## src/rtl/uart_rx_stash_pkg.sv

```systemverilog
package uart_rx_stash_pkg;
   localparam int CTL_W     = 3;
   localparam int CTL_EN    = 0;
   localparam int CTL_RXCLR = 1;
   localparam int CTL_TXCLR = 2;

   localparam int ERR_W   = 4;
   localparam int ERR_OVR = 0;
   localparam int ERR_PAR = 1;
   localparam int ERR_FRM = 2;
   localparam int ERR_BRK = 3;

   localparam int CNT_FIELD_W = 8;
   localparam int STAT_W      = CNT_FIELD_W + 1;
endpackage

```

## src/rtl/uart_rx_stash_fifo.sv

```systemverilog
module uart_rx_stash_fifo #(
   parameter int DEPTH = 16,
   parameter int DW    = 8,
   localparam int AW   = $clog2(DEPTH),
   localparam int LW   = AW + 1
) (
   input  logic          clk,
   input  logic          rst_n,
   input  logic          clr,
   input  logic          wr_en,
   input  logic [DW-1:0] wr_data,
   input  logic          rd_en,
   output logic [DW-1:0] head,
   output logic [LW-1:0] level,
   output logic          full,
   output logic          empty
);
   logic [DW-1:0] mem [DEPTH];
   logic [LW-1:0] wp, rp;

   always_ff @(posedge clk) begin
      if (wr_en) mem[wp[AW-1:0]] <= wr_data;
   end

   always_ff @(posedge clk or negedge rst_n) begin
      if (!rst_n) begin
         wp <= '0;
         rp <= '0;
      end else if (clr) begin
         wp <= '0;
         rp <= '0;
      end else begin
         if (wr_en) wp <= wp + LW'(1);
         if (rd_en) rp <= rp + LW'(1);
      end
   end

   assign level = wp - rp;
   assign full  = (level == LW'(DEPTH));
   assign empty = (level == '0);
   assign head  = mem[rp[AW-1:0]];
endmodule

```

## src/rtl/uart_rx_stash_hold.sv

```systemverilog
module uart_rx_stash_hold #(
   parameter int DW = 8
) (
   input  logic          clk,
   input  logic          rst_n,
   input  logic          load,
   input  logic [DW-1:0] din,
   output logic [DW-1:0] q
);
   always_ff @(posedge clk or negedge rst_n) begin
      if (!rst_n)    q <= '0;
      else if (load) q <= din;
   end
endmodule

```

## src/rtl/uart_rx_stash_errs.sv

```systemverilog
module uart_rx_stash_errs #(
   parameter int W = 4
) (
   input  logic         clk,
   input  logic         rst_n,
   input  logic [W-1:0] set,
   input  logic         rd_clr,
   output logic [W-1:0] q
);
   logic [W-1:0] keep;

   assign keep = rd_clr ? '0 : q;

   always_ff @(posedge clk or negedge rst_n) begin
      if (!rst_n) q <= '0;
      else        q <= keep | set;
   end
endmodule

```

## src/rtl/uart_rx_stash.sv

```systemverilog
module uart_rx_stash
   import uart_rx_stash_pkg::*;
#(
   parameter int DEPTH = 16,
   parameter int DW    = 8
) (
   input  logic              clk,
   input  logic              rst_n,
   input  logic              push_valid,
   input  logic [DW-1:0]     push_data,
   input  logic              brk_event,
   input  logic [2:0]        line_err,
   input  logic              ctl_wr,
   input  logic [CTL_W-1:0]  ctl_wdata,
   output logic [CTL_W-1:0]  ctl_q,
   input  logic              pop_rd,
   output logic [DW-1:0]     rd_data,
   output logic [STAT_W-1:0] stat_word,
   output logic              rdy,
   input  logic              err_rd,
   output logic [ERR_W-1:0]  err_stat,
   output logic              rx_irq,
   output logic              err_irq,
   output logic              tx_flush
);
   localparam int AW = $clog2(DEPTH);
   localparam int LW = AW + 1;

   generate
      if (DEPTH < 2 || DEPTH > 256)
         $error("uart_rx_stash: DEPTH must lie in 2..256");
      if ((DEPTH & (DEPTH - 1)) != 0)
         $error("uart_rx_stash: DEPTH must be a power of two");
      if (DW < 1)
         $error("uart_rx_stash: DW must be positive");
   endgenerate

   logic          en_q;
   logic          rdy_q, rx_irq_q, err_irq_q, tx_flush_q;
   logic          rx_clr;
   logic          in_valid;
   logic [DW-1:0] in_byte;
   logic          pop_ok, pop_under;
   logic          store_f, store_h, drop;
   logic [DW-1:0] head, hold_q;
   logic [LW-1:0] level;
   logic          full, empty;
   logic [ERR_W-1:0] err_set;

   assign rx_clr   = ctl_wr & ctl_wdata[CTL_RXCLR];
   assign in_valid = push_valid | brk_event;
   assign in_byte  = brk_event ? '0 : push_data;

   assign pop_ok    = en_q & pop_rd & ~empty & ~rx_clr;
   assign pop_under = en_q & pop_rd & empty & ~rx_clr;
   assign store_f   = en_q & in_valid & ~rx_clr & (~full | pop_ok);
   assign store_h   = ~en_q & in_valid & ~rx_clr;
   assign drop      = ~rx_clr & ((en_q & in_valid & full & ~pop_ok)
                                 | (push_valid & brk_event));

   uart_rx_stash_fifo #(.DEPTH(DEPTH), .DW(DW)) u_fifo (
      .clk    (clk),
      .rst_n  (rst_n),
      .clr    (rx_clr),
      .wr_en  (store_f),
      .wr_data(in_byte),
      .rd_en  (pop_ok),
      .head   (head),
      .level  (level),
      .full   (full),
      .empty  (empty)
   );

   uart_rx_stash_hold #(.DW(DW)) u_hold (
      .clk  (clk),
      .rst_n(rst_n),
      .load (store_h),
      .din  (in_byte),
      .q    (hold_q)
   );

   assign err_set[ERR_OVR] = line_err[0];
   assign err_set[ERR_PAR] = line_err[1];
   assign err_set[ERR_FRM] = line_err[2];
   assign err_set[ERR_BRK] = brk_event;

   uart_rx_stash_errs #(.W(ERR_W)) u_errs (
      .clk   (clk),
      .rst_n (rst_n),
      .set   (err_set),
      .rd_clr(err_rd),
      .q     (err_stat)
   );

   always_ff @(posedge clk or negedge rst_n) begin
      if (!rst_n) begin
         en_q       <= 1'b0;
         rdy_q      <= 1'b0;
         rx_irq_q   <= 1'b0;
         err_irq_q  <= 1'b0;
         tx_flush_q <= 1'b0;
      end else begin
         if (ctl_wr) en_q <= ctl_wdata[CTL_EN];
         tx_flush_q <= ctl_wr & ctl_wdata[CTL_TXCLR];
         rx_irq_q   <= store_f | store_h;
         err_irq_q  <= drop | pop_under | brk_event | (|line_err);
         if (rx_clr)
            rdy_q <= 1'b0;
         else if (store_f | store_h)
            rdy_q <= 1'b1;
         else if (pop_ok && level == LW'(1))
            rdy_q <= 1'b0;
         else if (!en_q && pop_rd)
            rdy_q <= 1'b0;
      end
   end

   assign ctl_q     = {2'b00, en_q};
   assign rd_data   = en_q ? (empty ? '0 : head) : hold_q;
   assign stat_word = full ? {1'b1, {CNT_FIELD_W{1'b0}}}
                           : {1'b0, CNT_FIELD_W'(level)};
   assign rdy       = rdy_q;
   assign rx_irq    = rx_irq_q;
   assign err_irq   = err_irq_q;
   assign tx_flush  = tx_flush_q;
endmodule

```

## config.mk

```make
export PLATFORM = sky130hd
export DESIGN_NAME = uart_rx_stash
export DESIGN_NICKNAME = d
export VERILOG_FILES = /design/src/rtl/uart_rx_stash_pkg.sv /design/src/rtl/uart_rx_stash_fifo.sv /design/src/rtl/uart_rx_stash_hold.sv /design/src/rtl/uart_rx_stash_errs.sv /design/src/rtl/uart_rx_stash.sv
export SDC_FILE = /design/constraint.sdc
export NUM_CORES = 1
export LEC_CHECK = 0
export BUFFER_PORTS_ARGS = -buffer_cell sky130_fd_sc_hd__buf_2
export CORE_MARGIN = 4
export CORE_UTILIZATION = 64
export CTS_BUF_LIST = sky130_fd_sc_hd__clkbuf_16
export CTS_CLUSTER_DIAMETER = 200
export DETAILED_ROUTE_END_ITERATION = 8
export GPL_ROUTABILITY_DRIVEN = 0
export PLACE_DENSITY_LB_ADDON = 0.15
export SLEW_MARGIN = 20
export SYNTH_ARGS = -nofsm -noshare
export SYNTH_HDL_FRONTEND = slang
export SYNTH_SLANG_ARGS = --single-unit
```

## constraint.sdc

```tcl
create_clock -name clk -period 5.7 [get_ports clk]
set_clock_uncertainty 0.05 [all_clocks]
set_input_delay 1.71 -clock clk [delete_from_list [all_inputs] [get_ports clk]]
set_output_delay 1.71 -clock clk [all_outputs]
set_load 0.02 [all_outputs]
```

# After elaboration in Yosys (flattened, before gate mapping)
# Memories as Yosys holds them, arrays and structs flattened.
# Index checks and enable logic that the tools add are counted.
# W data, S select, Z words.
[totals]
ff_bits = 27
mem_bits_rw = 128
in_bits = 21
out_inout_bits = 28
elab_cells = 67
n_memories = 1
[op_classes]
addsub = 3
n_eq_ne = 2
mux = 15
bitwise_logic = 29
reduce_logical = 8
[memory_table]
columns = ["memory", "words", "word_bits", "read_ports", "rd_ports_with_merged_regs", "write_ports", "line_no", "source"]
rows = [
  ["u_fifo.mem", 16, 8, 1, 0, 1, "uart_rx_stash_fifo.sv:18", "logic [DW-1:0] mem [DEPTH];"],
]
[op_table]
columns = ["op", "n"]
rows = [
  ["$mux W8", 3],
  ["$mux W5", 4],
  ["$and A1 B1 Y1", 16],
  ["$add A5 B1 Y5 const B", 2],
  ["$mux W9", 1],
  ["$or A1 B1 Y1", 7],
  ["$mux W1", 6],
  ["$eq A5 B1 Y1 const B", 1],
  ["$eq A5 B5 Y1 const B", 1],
  ["$logic_not A5 Y1", 1],
  ["$not A1 Y1", 5],
  ["$sub A5 B5 Y5", 1],
  ["$mux W4", 1],
  ["$or A4 B4 Y4", 1],
  ["$reduce_bool A2 Y1", 2],
  ["$reduce_bool A4 Y1", 1],
  ["$reduce_or A3 Y1", 1],
  ["$logic_and A1 B1 Y1", 2],
  ["$logic_not A1 Y1", 1],
]

# Logic depth before layout (Yosys ltp)
# Gate-level depths: netlist of run 1.
[depth]
ltp_word = 12
depth_mapped = 11
ltp_nobuf = 10

# Hierarchy
# From an unflattened synthesis of run 1, not the netlist that was laid out.
[unflattened]
cells_unflattened = 415
area_unflattened_um2 = 6776.5
[by_module_without_submodules]
columns = ["mod", "instances", "cells_each", "area_each_um2", "seq_area_each_um2"]
rows = [
  ["uart_rx_stash_fifo", 1, 314, 5780.5, 4093.9],
  ["uart_rx_stash", 1, 75, 530.5, 125.1],
  ["uart_rx_stash_hold", 1, 17, 331.6, 200.2],
  ["uart_rx_stash_errs", 1, 9, 133.9, 100.1],
]

# Worst setup path before layout of run 1
# OpenSTA, ideal clock, no wires.
[synth_path]
path_type = "reg2out"
startpoint = "register u_fifo.rp[1]"
endpoint = "output port rd_data[0]"
t_arrival_ns = 2.713
required_ns = 3.940
setup_slack_ns = 1.227
path_stages_with_launch = 12
n_path_buf = 3
cell_sequence = "dfrtp_1 > clkbuf_1 > clkbuf_1 > inv_1 > fa_1 > xnor2_1 > inv_1 > nor3_1 > o221a_2 > buf_2 > nor2_1 > a22o_1"
[synth_via]
elab_chain_len = 4
word_cells_on_any_way = 5
cone_classes = "add/sub (1); mux (2); reduce/logical (1); memory (1)"
[synth_lines]
columns = ["item", "line_no", "source"]
rows = [
  ["start: declaration", "uart_rx_stash_fifo.sv:19", "logic [LW-1:0] wp, rp;"],
  ["start signal: assignment", "uart_rx_stash_fifo.sv:34", "if (rd_en) rp <= rp + LW'(1);"],
  ["$sub A5 B5 Y5", "uart_rx_stash_fifo.sv:38", "assign level = wp - rp;"],
  ["$logic_not A5 Y1", "uart_rx_stash_fifo.sv:40", "assign empty = (level == '0);"],
  ["$mux W8 (*) (2 in a row)", "uart_rx_stash.sv:119", "assign rd_data = en_q ? (empty ? '0 : head) : hold_q;"],
  ["end: declaration", "uart_rx_stash.sv:17", "output logic [DW-1:0] rd_data,"],
]
# Every way passes the cells marked *; elsewhere a longest branch is shown, timed or not.

# Worst setup path after layout of run 1
[layout_path]
startpoint = "register u_fifo.rp[2]"
endpoint = "output port rd_data[7]"
# Same word-level chain as after synthesis.

==> metrics, run 1 <==
leading area contributor after synthesis=edfxtp_1; synthesized cell area=6730 sq um; Yosys warnings=0; wire per inst=between 20 and 30 um; sw frac=between 30% and 40%; H-tree levels=4; setup TNS=0 ps; first-pass iteration count of the detailed router=9; main flop type after synthesis=edfxtp_1; starting density of the core=roughly 65%; Rel. slew slack=a little over two fifths; Yosys top cell area share=around 57%; most common cell after layout, fill and taps aside=edfxtp_1; #FFs+latches synth=155; Die Wd=110.5 um; HPWL after DPL=approximately 9300 um; Port Buf Inserts=43; Clock Latency Late Sink=410 ps; Critical Path, Cell by Cell=inv_1 -> ha_1 -> a21oi_1 -> a21oi_1 -> o221a_2 -> nor2_1 -> a22o_1 -> buf_2; count of hold buffers inserted by post-cts repair=0; Final ANT Viol Nets=0; Ports=just under 50; Via Count=around 3700; number of setup buffers added after CTS=0; Post-synth ARST share=between 10% and 20%; RSZ-0062 raised after global routing=no; Psw=approximately 1.0 mW; flip-flop and latch area=about 4500 sq um; share of layout cells above drive strength 1=25.17%; CTS tree=done; pin count of the biggest net entering global routing=37; Final setup violation count=0; Worst-path clk slew=roughly 60 ps; Power Density=between 400 and 500 nW/um^2; antenna violations before repair=0; setup ws final=between 500 and 600 ps; Global Route Usage Sum=approximately a quarter; non-filler cells, final=about 570; Post-synth EDFFs=around 130; diode count=0; vias in the first global route=3706; Total Power=around 3.3 mW; maxcap violations=0; total routed wirelength=14330 um; Critical Path Slowest Stage Cell=dfrtp_1; CTS root buf=clkbuf_16; initial drt markers=roughly 350; actual slew at the worst max-slew pin=between 800 and 900 ps; final hold violations=0; Die Y-Extent=around 110 um; max-slew violations=0; CTS sink cnt=approximately 160; # resized after CTS=0; vias per inst=between 6 and 7; Comb power frac=between 20% and 30%; period utilization=roughly nine tenths; Max FO, Critical Path=13; critical path class=flop to output port; Cell Rows=37; first-pass GRT wire length=between 20000 and 25000 um; status=finished with violations; Post-Syn Instances=between 300 and 400; Core Region=~10000 sq um; min cycle time layout=a little over 5000 ps; area of the multi-input gates=2016 sq um; failing checks=DRC; Clock Path Buffers=2; Post-route DRC=1; Distinct cells, synth=51; synthesis-to-finish area growth=12.79%; Max VDD drop=roughly 300 uV; Setup WS pre-CTS=roughly 1100 ps; Avg Synthesized Cell Area=between 15 and 20 sq um; Overflow after GRT=0; Placed Cells=537; fill cell count=601; CP endpoint kind=output port; Clk pwr share=between 30% and 40%; CTS Buf Count=17; dpl cell area=7019 sq um; Post-Layout Inst Area=approximately 7600 sq um; top cells by area, synth=edfxtp_1 (57%), mux4_1 (12%), dfrtp_1 (10%); most frequent cells in the layout=edfxtp_1 (128), buf_2 (43), mux4_1 (30); sequential share of power=about two fifths; WP data arrival=3350 ps; maximum clock frequency=0.1958 GHz; Post-layout nets=451; Leakage=about 2.9 nW; die footprint=about 12000 sq um; Required @ worst endpoint=3940 ps; CP dominant cell by count=a21oi_1; internal power=around 2.3 mW; max incr delay on CP=approximately 660 ps; sequential cell area fraction in the yosys report=about two thirds; hold crit path type=flop to flop; CP Launch Type=flop
## cells in the mapped netlist, drive strengths merged, types with 2 or more instances
master / count
ha: 9
o31ai: 3
or4: 2
nor3: 4
or3: 2
a22o: 8
nor2b: 10
edfxtp: 128
mux4: 40
nand2: 6
and3: 17
buf: 14
a211oi: 2
a21oi: 11
mux2: 8
o21ai: 8
nand4: 2
nand3: 5
inv: 17
a21o: 5
and2: 3
dfrtp: 27
o221ai: 2
mux2i: 3
nand3b: 2
nor2: 10
clkbuf: 9
## cell type report
type                    instances  share of cell area [%]
clock buffers                  17                   5.604
well taps                     136                   2.242
multi-input cells             180                   26.55
repair buffers                 49                   3.428
clock inverters                15                   1.797
flip-flops and latches        155                   59.54
inverters                      17                  0.8406
## per-layer routing
| metal | vias to the layer above | routed length, um | GRT usage [%] |
|---|---|---|---|
| li1 | 1610 | - | - |
| met1 | 1927 | 5728 | 32.79 |
| met2 | 164 | 7417 | 40.41 |
| met3 | 14 | 1044 | 5.753 |
| met4 | 0 | 139 | 5.583 |
| met5 | - | 0 | 0 |
## final timing paths
| path | from | end | slack, ps | cells after the start |
|---|---|---|---|---|
| max | u_fifo.rp[2] | rd_data[7] | 590 | 8 |
| min | u_errs.q[2] | u_errs.q[2] | 420 | 1 |
| max reg2reg | u_fifo.rp[2] | u_fifo.mem[8][2] | 2110 | 8 |
| min reg2reg | u_errs.q[2] | u_errs.q[2] | 420 | 1 |
| max in group asynchronous | rst_n | u_fifo.rp[3] | 3870 | 1 |
| min in group asynchronous | rst_n | rx_irq | 1280 | 1 |
## flip-flops by register name, indices dropped and copies added (netlist names), 4 cells and up
register / cells
u_fifo.rp: 5
u_errs.q: 4
u_hold.q: 8
u_fifo.wp: 5
u_fifo.mem: 128
## worst max-delay path: cells and delay by family (launching register included)
kind	cells	cell delay [ps]
and+or+nand+nor	1	560
adders and majority gates	1	400
DFF	1	660
AOI/OAI and AO/OA	4	1030
buffers and inverters	2	270
## metrics by stage
step / utilization (%) / hold slack (ps)
2_1_floorplan: - / 414.9
3_3_place_gp: 68.30 / 406.9
3_5_place_dp: 68.30 / 410.5
4_1_cts: 73.76 / 424.4
5_1_grt: 73.86 / 433.4
6_report: 73.86 / 421.9
## power by group through the flow
| stage | registers, mW | clock network, mW | logic (mW) |
|---|---|---|---|
| finish | 1.31 | 1.07 | 0.933 |
| global route | 1.32 | 1.13 | 0.988 |
| CTS | 1.31 | 1.08 | 0.925 |
| detailed placement | 1.34 | 0 | 0.918 |
| global placement | 1.33 | 0 | 0.899 |
| floorplan | 1.33 | 0 | 0.682 |
## logic make-up (layout without fill, tap and decap cells)
logic type | after synthesis | in the layout | share of synthesized area, %
flip-flops | 155 | 155 | 67.15
AO/OA/AOI/OAI | 46 | 46 | 4.871
XOR/XNOR | 2 | 2 | 0.2603
multiplexers | 51 | 51 | 16.84
other | 1 | 5 | 0.05572
AND/OR/NAND/NOR | 66 | 66 | 5.577
adder cells (fa/ha/maj) | 10 | 10 | 1.971
buffers and inverters | 40 | 98 | 3.272
(Power assumes the default switching activity.)
==> run 2: changes to the inputs <==
--- a/config.mk
+++ b/config.mk
@@ -13,6 +13,7 @@
 export DETAILED_ROUTE_END_ITERATION = 8
 export GPL_ROUTABILITY_DRIVEN = 0
 export PLACE_DENSITY_LB_ADDON = 0.15
+export REMOVE_ABC_BUFFERS = 1
 export SLEW_MARGIN = 20
 export SYNTH_ARGS = -nofsm -noshare
 export SYNTH_HDL_FRONTEND = slang
==> metrics, run 2 (synthesized netlist as in run 1, its figures left out) <==
first-pass GRT wire length=20440 um (was 22060 um); max reg flops=128 (unchanged); CP endpoint kind=output port (unchanged); pin count of the biggest net entering global routing=37 (unchanged); hold crit path type=flop to flop (unchanged); CTS Buf Count=17 (unchanged); Die Wd=110.5 um (unchanged); area of the multi-input gates=2026 sq um (was 2016 sq um); Worst Min Path Start=u_errs.q[2] (unchanged); WP data arrival=3300 ps (was 3350 ps); # resized after CTS=0 (unchanged); max-slew violations=0 (unchanged); synthesis-to-finish area growth=12.60% (was 12.79%); Overflow after GRT=0 (unchanged); flop-to-flop setup slack=2170 ps (was 2110 ps); Clock Latency Late Sink=420 ps (was 410 ps); antenna violations before repair=0 (unchanged); maxcap violations=0 (unchanged); CTS sink cnt=155 (unchanged); share of layout cells above drive strength 1=24.24% (was 25.17%); Final setup violation count=0 (unchanged); Global Route Usage Sum=22.49% (was 24.19%); Post-route DRC=0 (was 1); flip-flop and latch area=4519 sq um (unchanged); initial drt markers=262 (was 347); Worst-path clk slew=60 ps (about the same); H-tree levels=4 (unchanged); worst hold endpoint=u_errs.q[2] (unchanged); starting density of the core=65.49% (unchanged); cell depth of the worst flop-to-flop path=8 (unchanged); Total Power=3.294 mW (was 3.313 mW); actual slew at the worst max-slew pin=811.1 ps (was 840.6 ps); vias in the first global route=3573 (was 3706); RSZ-0062 raised after global routing=no (unchanged); CTS tree=done (unchanged); total routed wirelength=12920 um (was 14330 um); Max VDD drop=267.3 uV (was 304.2 uV); Required @ worst endpoint=3940 ps (about the same); non-filler cells, final=565 (was 569); worst flop-to-flop path startpoint=u_fifo.rp[2] (unchanged); maximum clock frequency=0.1975 GHz (was 0.1958 GHz); HPWL after DPL=8638 um (was 9337 um); Ports=49 (unchanged); fill cell count=630 (was 601); CTS root buf=clkbuf_16 (unchanged); period utilization=88.83% (was 89.62%); Max FO, Critical Path=13 (unchanged); setup TNS=0 ps (unchanged); Clock Path Buffers=2 (unchanged); min cycle time layout=5063 ps (was 5108 ps); Final ANT Viol Nets=0 (unchanged); reg2reg end=u_fifo.mem[11][2] (was u_fifo.mem[8][2]); status=completed (was finished with violations); Post-layout nets=447 (was 451); final hold violations=0 (unchanged); Die Y-Extent=110.5 um (unchanged); Core Region=10280 sq um (unchanged); Power Density=434.7 nW/um^2 (was 436.4 nW/um^2); first-pass iteration count of the detailed router=5 (was 9); Leakage=2.867 nW (was 2.854 nW); vias per inst=6.182 (was 6.529); most common cell after layout, fill and taps aside=edfxtp_1 (unchanged); Rel. slew slack=45.73% (was 43.70%); count of hold buffers inserted by post-cts repair=0 (unchanged); Via Count=3493 (was 3715); Placed Cells=533 (was 537); critical path class=flop to output port (unchanged); number of setup buffers added after CTS=0 (unchanged); hold path cells=1 (unchanged); Cell Rows=37 (unchanged); Port Buf Inserts=43 (unchanged); wire per inst=22.86 um (was 25.18 um); diode count=0 (unchanged); die footprint=12220 sq um (unchanged); most frequent cells in the layout=edfxtp_1 (128), buf_2 (43), mux4_1 (30) (unchanged); CP Launch Type=flop (unchanged)
==> run 2: where the power goes <==
part	total [mW]	internal [mW]	switching, mW
sequential	1.31	1.28	0.0319
combinational	0.900	0.378	0.522
clock	1.08	0.672	0.409
total	3.29	2.33	0.963
==> run 2: worst max path at each step <==
stage / start / endpoint / slack [ps] / cells past startpoint
6_report: u_fifo.rp[2] / rd_data[0] / 640 / 8
5_1_grt: u_fifo.rp[2] / rd_data[2] / 490 / 8
4_1_cts: u_fifo.rp[2] / rd_data[0] / 630 / 8
3_5_place_dp: u_fifo.rp[2] / rd_data[0] / 1140 / 8
3_3_place_gp: u_fifo.wp[0] / rd_data[0] / 1320 / 10
2_1_floorplan: u_fifo.rp[0] / rd_data[0] / 810 / 9
==> run 2: routing by layer <==
layer	track usage (%)	up-vias	part of all wire, %
met3	5.096	15	5.1
met1	33.20	1775	45
met5	0	-	0
li1	-	1597	-
met2	33.66	106	49
met4	7.882	0	1.3
==> run 2: worst max-delay path, cell delays in order (launching register included) <==
cell and delay, ps:
dfrtp_1 650, inv_1 90, ha_1 400, a21oi_1 250
a21oi_1 150, o221a_2 370, nor2_1 570, a22o_1 230
buf_2 160
==> run 2: metrics by stage <==
step | hold WS, ps | util (%) | setup slack [ps] | instance area [sq um]
after detailed placement | 412.9 | 68.01 | 1135 | 6989
final | 420.7 | 73.74 | 636.6 | 7579
after CTS | 425.2 | 73.55 | 632.7 | 7559
after global routing | 455.1 | 73.74 | 492.3 | 7579
after global placement | 408.8 | 68.01 | 1320 | 6989
after floorplan | 414.9 | - | 808.1 | 6589
==> run 2: final cells by class <==
class / instances / area share [%]
clock buffer: 17 / 5.613
tap: 136 / 2.245
inverter: 17 / 0.8420
clock inverter: 15 / 1.899
multi-input combinational: 180 / 26.73
timing repair buffer: 45 / 3.038
sequential: 155 / 59.63
